$ cat config.mk
export PLATFORM = sky130hd
export DESIGN_NAME = cs_flag_timing
export DESIGN_NICKNAME = d
export VERILOG_FILES = /design/src/rtl/cs_flag_pkg.sv /design/src/rtl/cs_sck_phase.sv /design/src/rtl/cs_frame_index.sv /design/src/rtl/cs_rec_slot.sv /design/src/rtl/cs_flag_timing.sv
export SDC_FILE = /design/constraint.sdc
export NUM_CORES = 1
export LEC_CHECK = 0
export BUFFER_PORTS_ARGS = -buffer_cell sky130_fd_sc_hd__buf_2
export CAP_MARGIN = 0
export CORE_MARGIN = 2
export CORE_UTILIZATION = 40
export CTS_CLUSTER_SIZE = 14
export DETAILED_ROUTE_END_ITERATION = 10
export GPL_TIMING_DRIVEN = 0
export PLACE_DENSITY = 0.57
export SETUP_SLACK_MARGIN = 0.15
export SLEW_MARGIN = 20
export SYNTH_ARGS = -nofsm -noshare
export SYNTH_HDL_FRONTEND = slang
export SYNTH_SLANG_ARGS = --single-unit
$ cat constraint.sdc
create_clock -name clk -period 4.9 [get_ports clk]
set_input_delay 0.49 -clock clk [delete_from_list [all_inputs] [get_ports clk]]
set_output_delay 0.49 -clock clk [all_outputs]
set_load 0.05 [all_outputs]
$ cat src/rtl/cs_flag_pkg.sv
package cs_flag_pkg;

  // One received frame as presented to the flag timing block.
  typedef struct packed {
    logic blk_start;
    logic c;
    logic u;
    logic v;
    logic par_err;
    logic bip_err;
  } frame_rec_t;

endpackage

$ cat src/rtl/cs_sck_phase.sv
// Tracks bit-clock position within a frame and marks the tick that is one
// bit clock ahead of the next expected frame-sync edge.
module cs_sck_phase #(
  parameter int SCK_PER_FRAME = 64
) (
  input  logic clk,
  input  logic rst_n,
  input  logic sck_tick,
  input  logic fsync_edge,
  output logic pre_tick,
  output logic synced
);
  localparam int CW = $clog2(SCK_PER_FRAME) + 1;
  localparam logic [CW-1:0] PRE_POS = CW'(SCK_PER_FRAME - 1);
  localparam logic [CW-1:0] CNT_MAX = {CW{1'b1}};

  logic [CW-1:0] pos_q;

  always_ff @(posedge clk) begin
    if (!rst_n) begin
      pos_q  <= '0;
      synced <= 1'b0;
    end else if (fsync_edge) begin
      pos_q  <= CW'(1);
      synced <= 1'b1;
    end else if (sck_tick && pos_q != CNT_MAX) begin
      pos_q <= pos_q + 1'b1;
    end
  end

  assign pre_tick = synced && sck_tick && !fsync_edge && (pos_q == PRE_POS);

  // the early update tick is a single strobe per frame
  a_r4_single_pre: assert property (@(posedge clk) disable iff (!rst_n)
    pre_tick |=> !pre_tick);

  // once a sync edge is seen the tracker stays synchronised
  a_r12_sync_sticks: assert property (@(posedge clk) disable iff (!rst_n)
    fsync_edge |=> synced);

endmodule

$ cat src/rtl/cs_frame_index.sv
// Frame position within a channel-status block.
module cs_frame_index #(
  parameter int BLOCK_FRAMES = 192,
  parameter int LEAD_FRAMES  = 32
) (
  input  logic clk,
  input  logic rst_n,
  input  logic advance,
  input  logic restart,
  output logic lead_next,
  output logic [$clog2(BLOCK_FRAMES)-1:0] idx
);
  localparam int IW = $clog2(BLOCK_FRAMES);
  localparam logic [IW-1:0] LAST_IDX = IW'(BLOCK_FRAMES - 1);
  localparam logic [IW-1:0] LEAD_END = IW'(LEAD_FRAMES);

  logic [IW-1:0] idx_next;

  always_comb begin
    if (restart || idx == LAST_IDX) idx_next = '0;
    else                            idx_next = idx + 1'b1;
  end

  assign lead_next = (idx_next < LEAD_END);

  always_ff @(posedge clk) begin
    if (!rst_n)       idx <= LAST_IDX;
    else if (advance) idx <= idx_next;
  end

  a_r3_idx_bound: assert property (@(posedge clk) disable iff (!rst_n)
    idx <= LAST_IDX);

  a_r3_wraps: assert property (@(posedge clk) disable iff (!rst_n)
    (advance && !restart && idx == LAST_IDX) |=> idx == '0);

  a_r2_restart_zero: assert property (@(posedge clk) disable iff (!rst_n)
    (advance && restart) |=> idx == '0);

endmodule

$ cat src/rtl/cs_rec_slot.sv
// One-entry record slot with valid/ready input; empty reads as all zero.
module cs_rec_slot
  import cs_flag_pkg::*;
(
  input  logic       clk,
  input  logic       rst_n,
  input  logic       in_valid,
  output logic       in_ready,
  input  frame_rec_t in_rec,
  input  logic       take,
  output frame_rec_t cur_rec
);
  logic       full_q;
  frame_rec_t data_q;

  assign in_ready = !full_q;
  assign cur_rec  = full_q ? data_q : '0;

  always_ff @(posedge clk) begin
    if (!rst_n) begin
      full_q <= 1'b0;
      data_q <= '0;
    end else if (in_valid && !full_q) begin
      full_q <= 1'b1;
      data_q <= in_rec;
    end else if (take) begin
      full_q <= 1'b0;
    end
  end

  a_r9_accept_fills: assert property (@(posedge clk) disable iff (!rst_n)
    (in_valid && in_ready) |=> !in_ready);

  a_r9_hold_full: assert property (@(posedge clk) disable iff (!rst_n)
    (!in_ready && !take) |=> (!in_ready && $stable(data_q)));

  a_r9_take_frees: assert property (@(posedge clk) disable iff (!rst_n)
    (!in_ready && take) |=> in_ready);

endmodule

$ cat src/rtl/cs_flag_timing.sv
module cs_flag_timing
  import cs_flag_pkg::*;
#(
  parameter int SCK_PER_FRAME = 64,
  parameter int BLOCK_FRAMES  = 192,
  parameter int LEAD_FRAMES   = 32
) (
  input  logic clk,
  input  logic rst_n,
  input  logic i2s_mode,
  input  logic sck_tick,
  input  logic fsync_edge,
  input  logic locked,
  input  logic in_valid,
  output logic in_ready,
  input  logic in_blk_start,
  input  logic in_c,
  input  logic in_u,
  input  logic in_v,
  input  logic in_parity_err,
  input  logic in_biphase_err,
  output logic chs_bit,
  output logic usr_bit,
  output logic blk_lead,
  output logic err_flag,
  output logic suspect_flag
);
  localparam int IW = $clog2(BLOCK_FRAMES);
  localparam logic [IW-1:0] LEAD_END = IW'(LEAD_FRAMES);

  logic          pre_tick, synced, take, lead_next;
  logic [IW-1:0] idx;
  frame_rec_t    in_rec, cur_rec;
  logic          now_err, now_sus, pend_err, pend_sus;

  assign in_rec = '{blk_start: in_blk_start, c: in_c, u: in_u, v: in_v,
                    par_err: in_parity_err, bip_err: in_biphase_err};

  cs_sck_phase #(.SCK_PER_FRAME(SCK_PER_FRAME)) u_phase (
    .clk(clk), .rst_n(rst_n), .sck_tick(sck_tick), .fsync_edge(fsync_edge),
    .pre_tick(pre_tick), .synced(synced));

  assign take = i2s_mode ? fsync_edge : pre_tick;

  cs_rec_slot u_slot (
    .clk(clk), .rst_n(rst_n), .in_valid(in_valid), .in_ready(in_ready),
    .in_rec(in_rec), .take(take), .cur_rec(cur_rec));

  cs_frame_index #(.BLOCK_FRAMES(BLOCK_FRAMES), .LEAD_FRAMES(LEAD_FRAMES)) u_index (
    .clk(clk), .rst_n(rst_n), .advance(take), .restart(cur_rec.blk_start),
    .lead_next(lead_next), .idx(idx));

  assign now_err = cur_rec.par_err | cur_rec.bip_err | !locked;
  assign now_sus = cur_rec.v | now_err;

  always_ff @(posedge clk) begin
    if (!rst_n) begin
      chs_bit      <= 1'b0;
      usr_bit      <= 1'b0;
      blk_lead     <= 1'b0;
      pend_err     <= 1'b0;
      pend_sus     <= 1'b0;
      err_flag     <= 1'b0;
      suspect_flag <= 1'b0;
    end else begin
      if (take) begin
        chs_bit  <= cur_rec.c;
        usr_bit  <= cur_rec.u;
        blk_lead <= lead_next;
        pend_err <= now_err;
        pend_sus <= now_sus;
      end
      if (fsync_edge) begin
        err_flag     <= i2s_mode ? now_err : pend_err;
        suspect_flag <= i2s_mode ? now_sus : pend_sus;
      end
    end
  end

  // serial C/U/lead move only at the selected update point
  a_r5_cu_on_take: assert property (@(posedge clk) disable iff (!rst_n)
    !take |=> ($stable(chs_bit) && $stable(usr_bit) && $stable(blk_lead)));

  a_r6_flags_on_fsync: assert property (@(posedge clk) disable iff (!rst_n)
    !fsync_edge |=> ($stable(err_flag) && $stable(suspect_flag)));

  a_r8_suspect_covers_err: assert property (@(posedge clk) disable iff (!rst_n)
    err_flag |-> suspect_flag);

  a_r1_lead_rises_at_zero: assert property (@(posedge clk) disable iff (!rst_n)
    $rose(blk_lead) |-> idx == '0);

  a_r1_lead_falls_at_end: assert property (@(posedge clk) disable iff (!rst_n)
    $fell(blk_lead) |-> idx == LEAD_END);

  a_r12_no_update_unsynced: assert property (@(posedge clk) disable iff (!rst_n)
    (!synced && !fsync_edge) |=> ($stable(chs_bit) && $stable(blk_lead)));

endmodule

==> results of run 1 <==
==> power groups by stage <==
stage	sequential (mW)	clock [mW]	combinational, mW
final	0.269	0.210	0.0989
after floorplan	0.278	0	0.0690
after global routing	0.271	0.227	0.110
after CTS	0.269	0.214	0.0986
after global placement	0.274	0	0.0951
after detailed placement	0.275	0	0.0980
==> path summary, 6_finish.rpt <==
path,startpoint,endpoint,slack (ns),depth (start not counted)
worst max register to register,u_index.idx[0],u_index.idx[3],2.84,6
worst max-delay path,u_index.idx[0],u_index.idx[3],2.84,6
worst min register to register,usr_bit,usr_bit,0.46,2
worst min-delay path,in_blk_start,u_slot.data_q[5],0.44,3
==> flip-flops by register name, summed over array words and instances, names as in the netlist <==
register        cells
chs_bit             1
u_phase.pos_q       7
pend_err            1
usr_bit             1
err_flag            1
u_slot.full_q       1
pend_sus            1
u_index.idx         8
u_slot.data_q       6
blk_lead            1
u_phase.synced      1
suspect_flag        1
==> kinds of logic after synthesis <==
group | Yosys count | share of synthesized area (%)
mux | 8 | 5.250
buf+inv | 21 | 6.563
compound gates | 45 | 23.38
flops | 30 | 39.38
xor+xnor | 3 | 1.723
simple gates | 64 | 22.07
fa+ha+maj | 2 | 1.640
==> worst max-delay path, cell delays in order, from the launching register on <==
cell                       delay (ns)
sky130_fd_sc_hd__dfxtp_1         0.35
sky130_fd_sc_hd__ha_1            0.21
sky130_fd_sc_hd__clkbuf_1        0.19
sky130_fd_sc_hd__and3_1          0.26
sky130_fd_sc_hd__a41oi_1         0.49
sky130_fd_sc_hd__o21ai_1         0.23
sky130_fd_sc_hd__o221ai_1        0.23
==> layout by cell type, fill, tap and decap left out, types with 2 or more instances in the layout <==
master | Yosys | final
sky130_fd_sc_hd__a211o_1 | 2 | 2
sky130_fd_sc_hd__a21oi_1 | 6 | 6
sky130_fd_sc_hd__a22oi_1 | 2 | 2
sky130_fd_sc_hd__a311oi_1 | 4 | 4
sky130_fd_sc_hd__a31oi_1 | 5 | 5
sky130_fd_sc_hd__and2_1 | 3 | 3
sky130_fd_sc_hd__and3_1 | 2 | 2
sky130_fd_sc_hd__and4_1 | 2 | 2
sky130_fd_sc_hd__buf_2 | 2 | 19
sky130_fd_sc_hd__buf_4 | 3 | 3
sky130_fd_sc_hd__clkbuf_1 | 7 | 7
sky130_fd_sc_hd__clkbuf_8 | 0 | 6
sky130_fd_sc_hd__dfxtp_1 | 30 | 30
sky130_fd_sc_hd__ha_1 | 2 | 2
sky130_fd_sc_hd__inv_1 | 7 | 7
sky130_fd_sc_hd__mux2i_1 | 8 | 8
sky130_fd_sc_hd__nand2_1 | 8 | 8
sky130_fd_sc_hd__nand2b_1 | 2 | 2
sky130_fd_sc_hd__nand3_1 | 11 | 11
sky130_fd_sc_hd__nand3b_1 | 2 | 2
sky130_fd_sc_hd__nand4_1 | 6 | 6
sky130_fd_sc_hd__nor2_1 | 19 | 19
sky130_fd_sc_hd__nor3_1 | 2 | 2
sky130_fd_sc_hd__o211ai_1 | 7 | 7
sky130_fd_sc_hd__o21ai_0 | 3 | 3
sky130_fd_sc_hd__o221ai_1 | 2 | 2
sky130_fd_sc_hd__xnor2_1 | 2 | 2
==> layout make-up <==
| type | instances | area [µm²] |
|---|---|---|
| clock inverters | 2 | 12.51 |
| multi-input cells | 122 | 824.5 |
| repair buffers | 17 | 85.08 |
| fillers | 361 | 1896 |
| plain buffers | 13 | 70.07 |
| well taps | 48 | 60.06 |
| inverters | 8 | 30.03 |
| clock buffers | 6 | 82.58 |
| flip-flops and latches | 30 | 600.6 |
==> routing by layer <==
layer,vias up,share of wire (%),global-route usage [%]
li1,694,-,-
met1,640,45,23.69
met2,43,47,29.04
met3,5,6.7,5.651
met4,0,1.4,6.510
met5,-,0,0
==> impl_summary.txt, run 1 <==
----------------------------------------------------
[Run status]
  Result of the run ... complete, no violations

[GRT]
  Largest net degree at the start of global routing ... 11
  Overflow left after global routing ... 0
  Vias in the first global route ... 1333
  Global-route usage over all layers ... 18.41%
  Wire length of the first global-routing pass ... 5989 µm
  Number of antenna violations at the first check in global routing ... 0

[STA]
  Worst hold slack across all endpoints ... 0.4443 ns
  Setup repair after global routing missed its margin ... no
  Pin slew with the least headroom to its limit ... 0.5481 ns
  Final slew viol count ... 0
  Achievable clock frequency ... 486.4 MHz
  Final setup violation count ... 0
  Worst relative slew slack ... 62.98%
  Final TNS setup ... 0 ns
  Fin crit share ... between 40% and 50%
  Post-route worst setup slack ... 2.844 ns
  Final Hold Fails ... 0
  Final critical delay including setup and external delays ... 2.056 ns
  Final clock skew ... 0.002912 ns

[Synthesis]
  Cell area after synthesis ... 1525 µm²
  Post-synth top cells ... 30 x sky130_fd_sc_hd__dfxtp_1, 19 x sky130_fd_sc_hd__nor2_1, 11 x sky130_fd_sc_hd__nand3_1
  Most instantiated library cell after synthesis ... sky130_fd_sc_hd__dfxtp_1
  Flops & latches, synth ... 30
  Netlist cell types ... 50
  Net count after synthesis ... 188
  Number of enable-type register cells in the synthesized netlist ... 0
  Post-synthesis average cell area ... 8.816 µm²
  Share of the synthesized area in the top cell type ... 39.38%
  Share of synthesized registers carrying an async set or reset ... 0%
  Count of yosys warnings during synthesis ... 0
  Sequential element share of the synthesized area ... just under 40%
  Dominant register cell in the synthesized netlist ... sky130_fd_sc_hd__dfxtp_1
  Top cell type by total area after synthesis ... sky130_fd_sc_hd__dfxtp_1
  Top cells by area, synth ... sky130_fd_sc_hd__dfxtp_1 39%, sky130_fd_sc_hd__mux2i_1 5.3%, sky130_fd_sc_hd__nor2_1 4.7%
  Post-synthesis cell count ... 173

[Clock network]
  CTS H-tree depth ... 2
  # resized after CTS ... 0
  Hold buffer count at CTS ... 0
  Root buffer cell ... sky130_fd_sc_hd__clkbuf_8
  Number of sinks handled by clock tree synthesis ... 30
  Buffer levels on the longest clock path ... 2
  Number of buffers inserted by post-CTS setup repair ... 0
  TritonCTS buffer count ... 5
  Latest clock arrival within the worst-skew pair ... 0.28 ns
  Clock tree from TritonCTS ... yes
  Clock slew at reported path FFs ... 0.07 ns

[Worst setup path]
  Critical path class ... reg -> reg
  Setup crit start kind ... flop
  Data required time at the worst endpoint ... 5.10 ns
  Max FO, Critical Path ... 8
  Crit end category ... flop
  Data arrival time at the worst-slack endpoint ... 2.26 ns

[Power and ir drop]
  Power density relative to cell area ... 327.7 nW/µm²
  Part of the power in registers ... between 40% and 50%
  Power consumption ... roughly 580 µW
  Switching portion of total power ... 29.21%
  NetSw ... around 170 µW
  Relative contribution of the clock network to total power ... 36.3%
  Combinational power share ... 17.1%
  Peak ir drop on the vdd network ... 0.2058 mV
  P_leak ... 0.7219 nW
  Internal power component ... 409.5 µW

[Route]
  Iteration count of the initial detailed-routing pass ... 4
  Vias per std cell ... 5.618
  Number of vias after detailed routing ... 1382
  DRC ... 0
  Drt wl/cell ... approximately 14 µm
  Number of routed nets with antenna violations ... 0
  DRC violation total after the first TritonRoute iteration ... 117
  Final Routed Wirelength ... 3452 µm

[Die]
  Core area ... 3661 µm²
  Area of the die ... 4323 µm²
  I/O pin count ... 19
  Height of the die ... 65.75 µm
  Initial core utilization ... roughly two fifths
  Number of standard-cell rows in the floorplan ... 22
  Die X-Extent ... 65.75 µm

[Cells and area]
  Layout cell share with drive strength beyond 1 ... 21.21%
  Area growth from synthesis to final layout ... 15.75%
  Count of non-filler cells in the finished layout ... 246
  Antenna Cells ... 0
  Post-layout util ... about half
  Number of nets in the finished design ... ~210
  Final design instance area without fill ... 1765 µm²

[Place]
  Number of cells after detailed placement ... 238
  Count of input and output buffers ... 17
  Half-perimeter wire length after detailed placement ... 2447 µm
  Gp weighted congestion ... 0.8626
  Place WS ... 2.928 ns
  Cell area after placement ... 1670 µm²

[Flow run]
  # Max-Cap Violations ... 0

[Worst hold path]
  Hold Crit Class ... in -> reg

----------------------------------------------------
No activity file was read; power rests on OpenSTA's default activity.
==> run 2, diff against run 1 <==
clock period = 2 ns   (was 4.9 ns; I/O delays follow)
==> impl_summary.txt, run 2 (synthesized netlist as in run 1, its figures left out) <==
----------------------------------------------------
[Die]
  I/O pin count ... 19 (unchanged)
  Height of the die ... 65.75 µm (unchanged)
  Area of the die ... 4323 µm² (unchanged)
  Initial core utilization ... 41.66% (unchanged)
  Die X-Extent ... 65.75 µm (unchanged)
  Number of standard-cell rows in the floorplan ... 22 (unchanged)
  Core area ... 3661 µm² (unchanged)

[STA]
  Final Hold Fails ... 0 (unchanged)
  Post-route worst setup slack ... 0.2538 ns (-2.590 ns)
  Setup repair after global routing missed its margin ... no
  Final setup violation count ... 0 (unchanged)
  Fin crit share ... 87.31% (+45 points)
  Achievable clock frequency ... 572.7 MHz (+18%)
  Final critical delay including setup and external delays ... 1.746 ns (-0.3097 ns)
  Final slew viol count ... 0 (unchanged)
  Final TNS setup ... 0 ns (unchanged)
  Pin slew with the least headroom to its limit ... 0.4913 ns (-0.05688 ns)
  Final clock skew ... 0.003357 ns (+0.0004449 ns)
  Worst relative slew slack ... 67.25% (+4.3 points)

[Power and ir drop]
  NetSw ... 424.7 µW (+150%)
  Switching portion of total power ... 29.60% (+0.39 points)
  Combinational power share ... 17.6% (+0.5 points)
  Power density relative to cell area ... 785.4 nW/µm² (+140%)
  Peak ir drop on the vdd network ... 0.5047 mV (+150%)
  Internal power component ... 1.010 mW (+150%)
  P_leak ... 0.7405 nW (+2.6%)
  Part of the power in registers ... 46.2% (-0.4 points)
  Relative contribution of the clock network to total power ... 36.1% (-0.2 points)

[Cells and area]
  Layout cell share with drive strength beyond 1 ... 24.88% (+3.7 points)
  Largest Register ... u_index.idx
  Final design instance area without fill ... 1827 µm² (+3.5%)
  Leading cell type in the layout, fill and taps excluded ... sky130_fd_sc_hd__dfxtp_1
  Number of flip-flops under the largest register name ... 8 (unchanged)
  Number of nets in the finished design ... 215 (+1.4%)
  Most frequent cells in the layout ... 28 x sky130_fd_sc_hd__dfxtp_1, 19 x sky130_fd_sc_hd__buf_2, 19 x sky130_fd_sc_hd__nor2_1
  Largest registers ... u_index.idx x8, u_phase.pos_q x7, u_slot.data_q x6
  Antenna Cells ... 0 (unchanged)
  Area growth from synthesis to final layout ... 19.77%

[GRT]
  Global-route usage over all layers ... 18.88% (+0.47 points)
  Wire length of the first global-routing pass ... 6154 µm (+2.8%)
  Largest net degree at the start of global routing ... 11 (unchanged)
  Number of antenna violations at the first check in global routing ... 0 (unchanged)
  Vias in the first global route ... 1334 (+0.075%)
  Overflow left after global routing ... 0 (unchanged)

[Route]
  DRC ... 0 (unchanged)
  Final Routed Wirelength ... 3609 µm (+4.5%)
  Iteration count of the initial detailed-routing pass ... 4 (unchanged)
  DRC violation total after the first TritonRoute iteration ... 109 (-6.8%)
  Drt wl/cell ... 14.49 µm (+3.3%)
  Number of routed nets with antenna violations ... 0 (unchanged)
  Vias per std cell ... 5.627 (+0.15%)
  Number of vias after detailed routing ... 1401 (+1.4%)

[Clock network]
  Number of sinks handled by clock tree synthesis ... 30 (unchanged)
  CTS H-tree depth ... 2 (unchanged)
  Latest clock arrival within the worst-skew pair ... 0.28 ns (about the same)
  Clock slew at reported path FFs ... 0.07 ns (about the same)
  Root buffer cell ... sky130_fd_sc_hd__clkbuf_8
  TritonCTS buffer count ... 5 (unchanged)
  Clock tree from TritonCTS ... yes
  Buffer levels on the longest clock path ... 2 (unchanged)

[Worst setup path]
  Data arrival time at the worst-slack endpoint ... 1.92 ns (-0.34 ns)
  Setup crit start kind ... flop
  Critical path class ... reg -> reg
  Max FO, Critical Path ... 8 (unchanged)
  Data required time at the worst endpoint ... 2.17 ns (-2.93 ns)
  R2R Setup Slk ... 0.25 ns (-2.59 ns)
  Worst reg2reg path startpoint ... u_phase.pos_q[0]
  Endpoint of the worst-slack reg-to-reg timing path ... u_index.idx[2]
  Crit end category ... flop
  Number of cells traversed by the worst register-to-register path ... 7 (+1)

[Flow run]
  # Max-Cap Violations ... 0 (unchanged)

[Place]
  Cell area after placement ... 1670 µm² (unchanged)
  Place WS ... 0.02847 ns (-2.900 ns)
  Count of input and output buffers ... 17 (unchanged)
  Half-perimeter wire length after detailed placement ... 2447 µm (unchanged)
  Gp weighted congestion ... 0.8626 (unchanged)

[Worst hold path]
  Startpoint of the lowest-slack hold path ... in_blk_start
  Hold Path Stages ... 3 (unchanged)
  Hold Crit Class ... in -> reg
  Worst hold endpoint ... u_slot.data_q[5]

[Run status]
  Result of the run ... complete, no violations

----------------------------------------------------
[run 2: cell types whose count changed in the layout (fill, tap and decap cells not counted), sizes merged]
cell / change
buf: +3
[run 2: final cells by class]
cell class                      count  area, µm²
Inverter                            8      30.03
Clock buffer                        6      82.58
Tap cell                           48      60.06
Multi-Input combinational cell    122      855.8
Sequential cell                    30      603.1
Fill cell                         359       1834
Timing Repair Buffer               20      105.1
Buffer                             13      77.57
Clock inverter                      2      12.51
[run 2: timing repair]
item | 4_1_cts | 5_1_grt
buffers inserted | 2 | 0
endpoints found under the setup margin | 3 | 11
pin swaps | 1 | 1
hold buffers | 0 | 0
gates resized for setup | 4 | 5
gates cloned | 1 | 0
[run 2: worst max-delay path by stage]
stage	to	slack, ns	depth (start not counted)	start
after floorplan	u_index.idx[2]	0.35	7	u_phase.pos_q[0]
after global placement	u_index.idx[3]	0.04	6	u_index.idx[0]
after detailed placement	u_index.idx[3]	0.03	6	u_index.idx[0]
after CTS	u_index.idx[5]	0.17	8	u_phase.pos_q[0]
after global routing	blk_lead	0.15	7	u_phase.pos_q[0]
final	u_index.idx[2]	0.25	7	u_phase.pos_q[0]
[run 2: power by group through the flow]
stage | clock (mW) | sequential, mW | combinational [mW]
CTS | 0.525 | 0.660 | 0.246
detailed placement | 0 | 0.673 | 0.240
global route | 0.558 | 0.667 | 0.282
floorplan | 0 | 0.681 | 0.169
global placement | 0 | 0.671 | 0.233
finish | 0.518 | 0.664 | 0.253
[run 2: layer usage]
metal	part of all wire [%]	wire, µm	track usage [%]
met2	47	1703	29.80
met3	5.2	188	5.651
met5	0	0	0
met1	46	1667	24.54
met4	1.4	50	6.250
[run 2: per-stage QoR]
step / util (%) / cells / power, mW / hold slack, ns
3_5_place_dp: 45.63 / 238 / 0.9132 / 0.4460
4_1_cts: 49.18 / 249 / 1.430 / 0.1531
5_1_grt: 49.90 / 249 / 1.507 / 0.1631
3_3_place_gp: 45.63 / 238 / 0.9042 / 0.4347
6_report: 49.90 / 249 / 1.435 / 0.1562
2_1_floorplan: - / 173 / 0.8499 / 0.3129
[run 2: critical path, stage by stage (launching register included)]
cell and delay (ns):
sky130_fd_sc_hd__dfxtp_2 0.38, sky130_fd_sc_hd__ha_4 0.16, sky130_fd_sc_hd__and4_1 0.19, sky130_fd_sc_hd__buf_2 0.16, sky130_fd_sc_hd__and4_1 0.19, sky130_fd_sc_hd__buf_4 0.16, sky130_fd_sc_hd__o22ai_1 0.09, sky130_fd_sc_hd__a211o_1 0.31
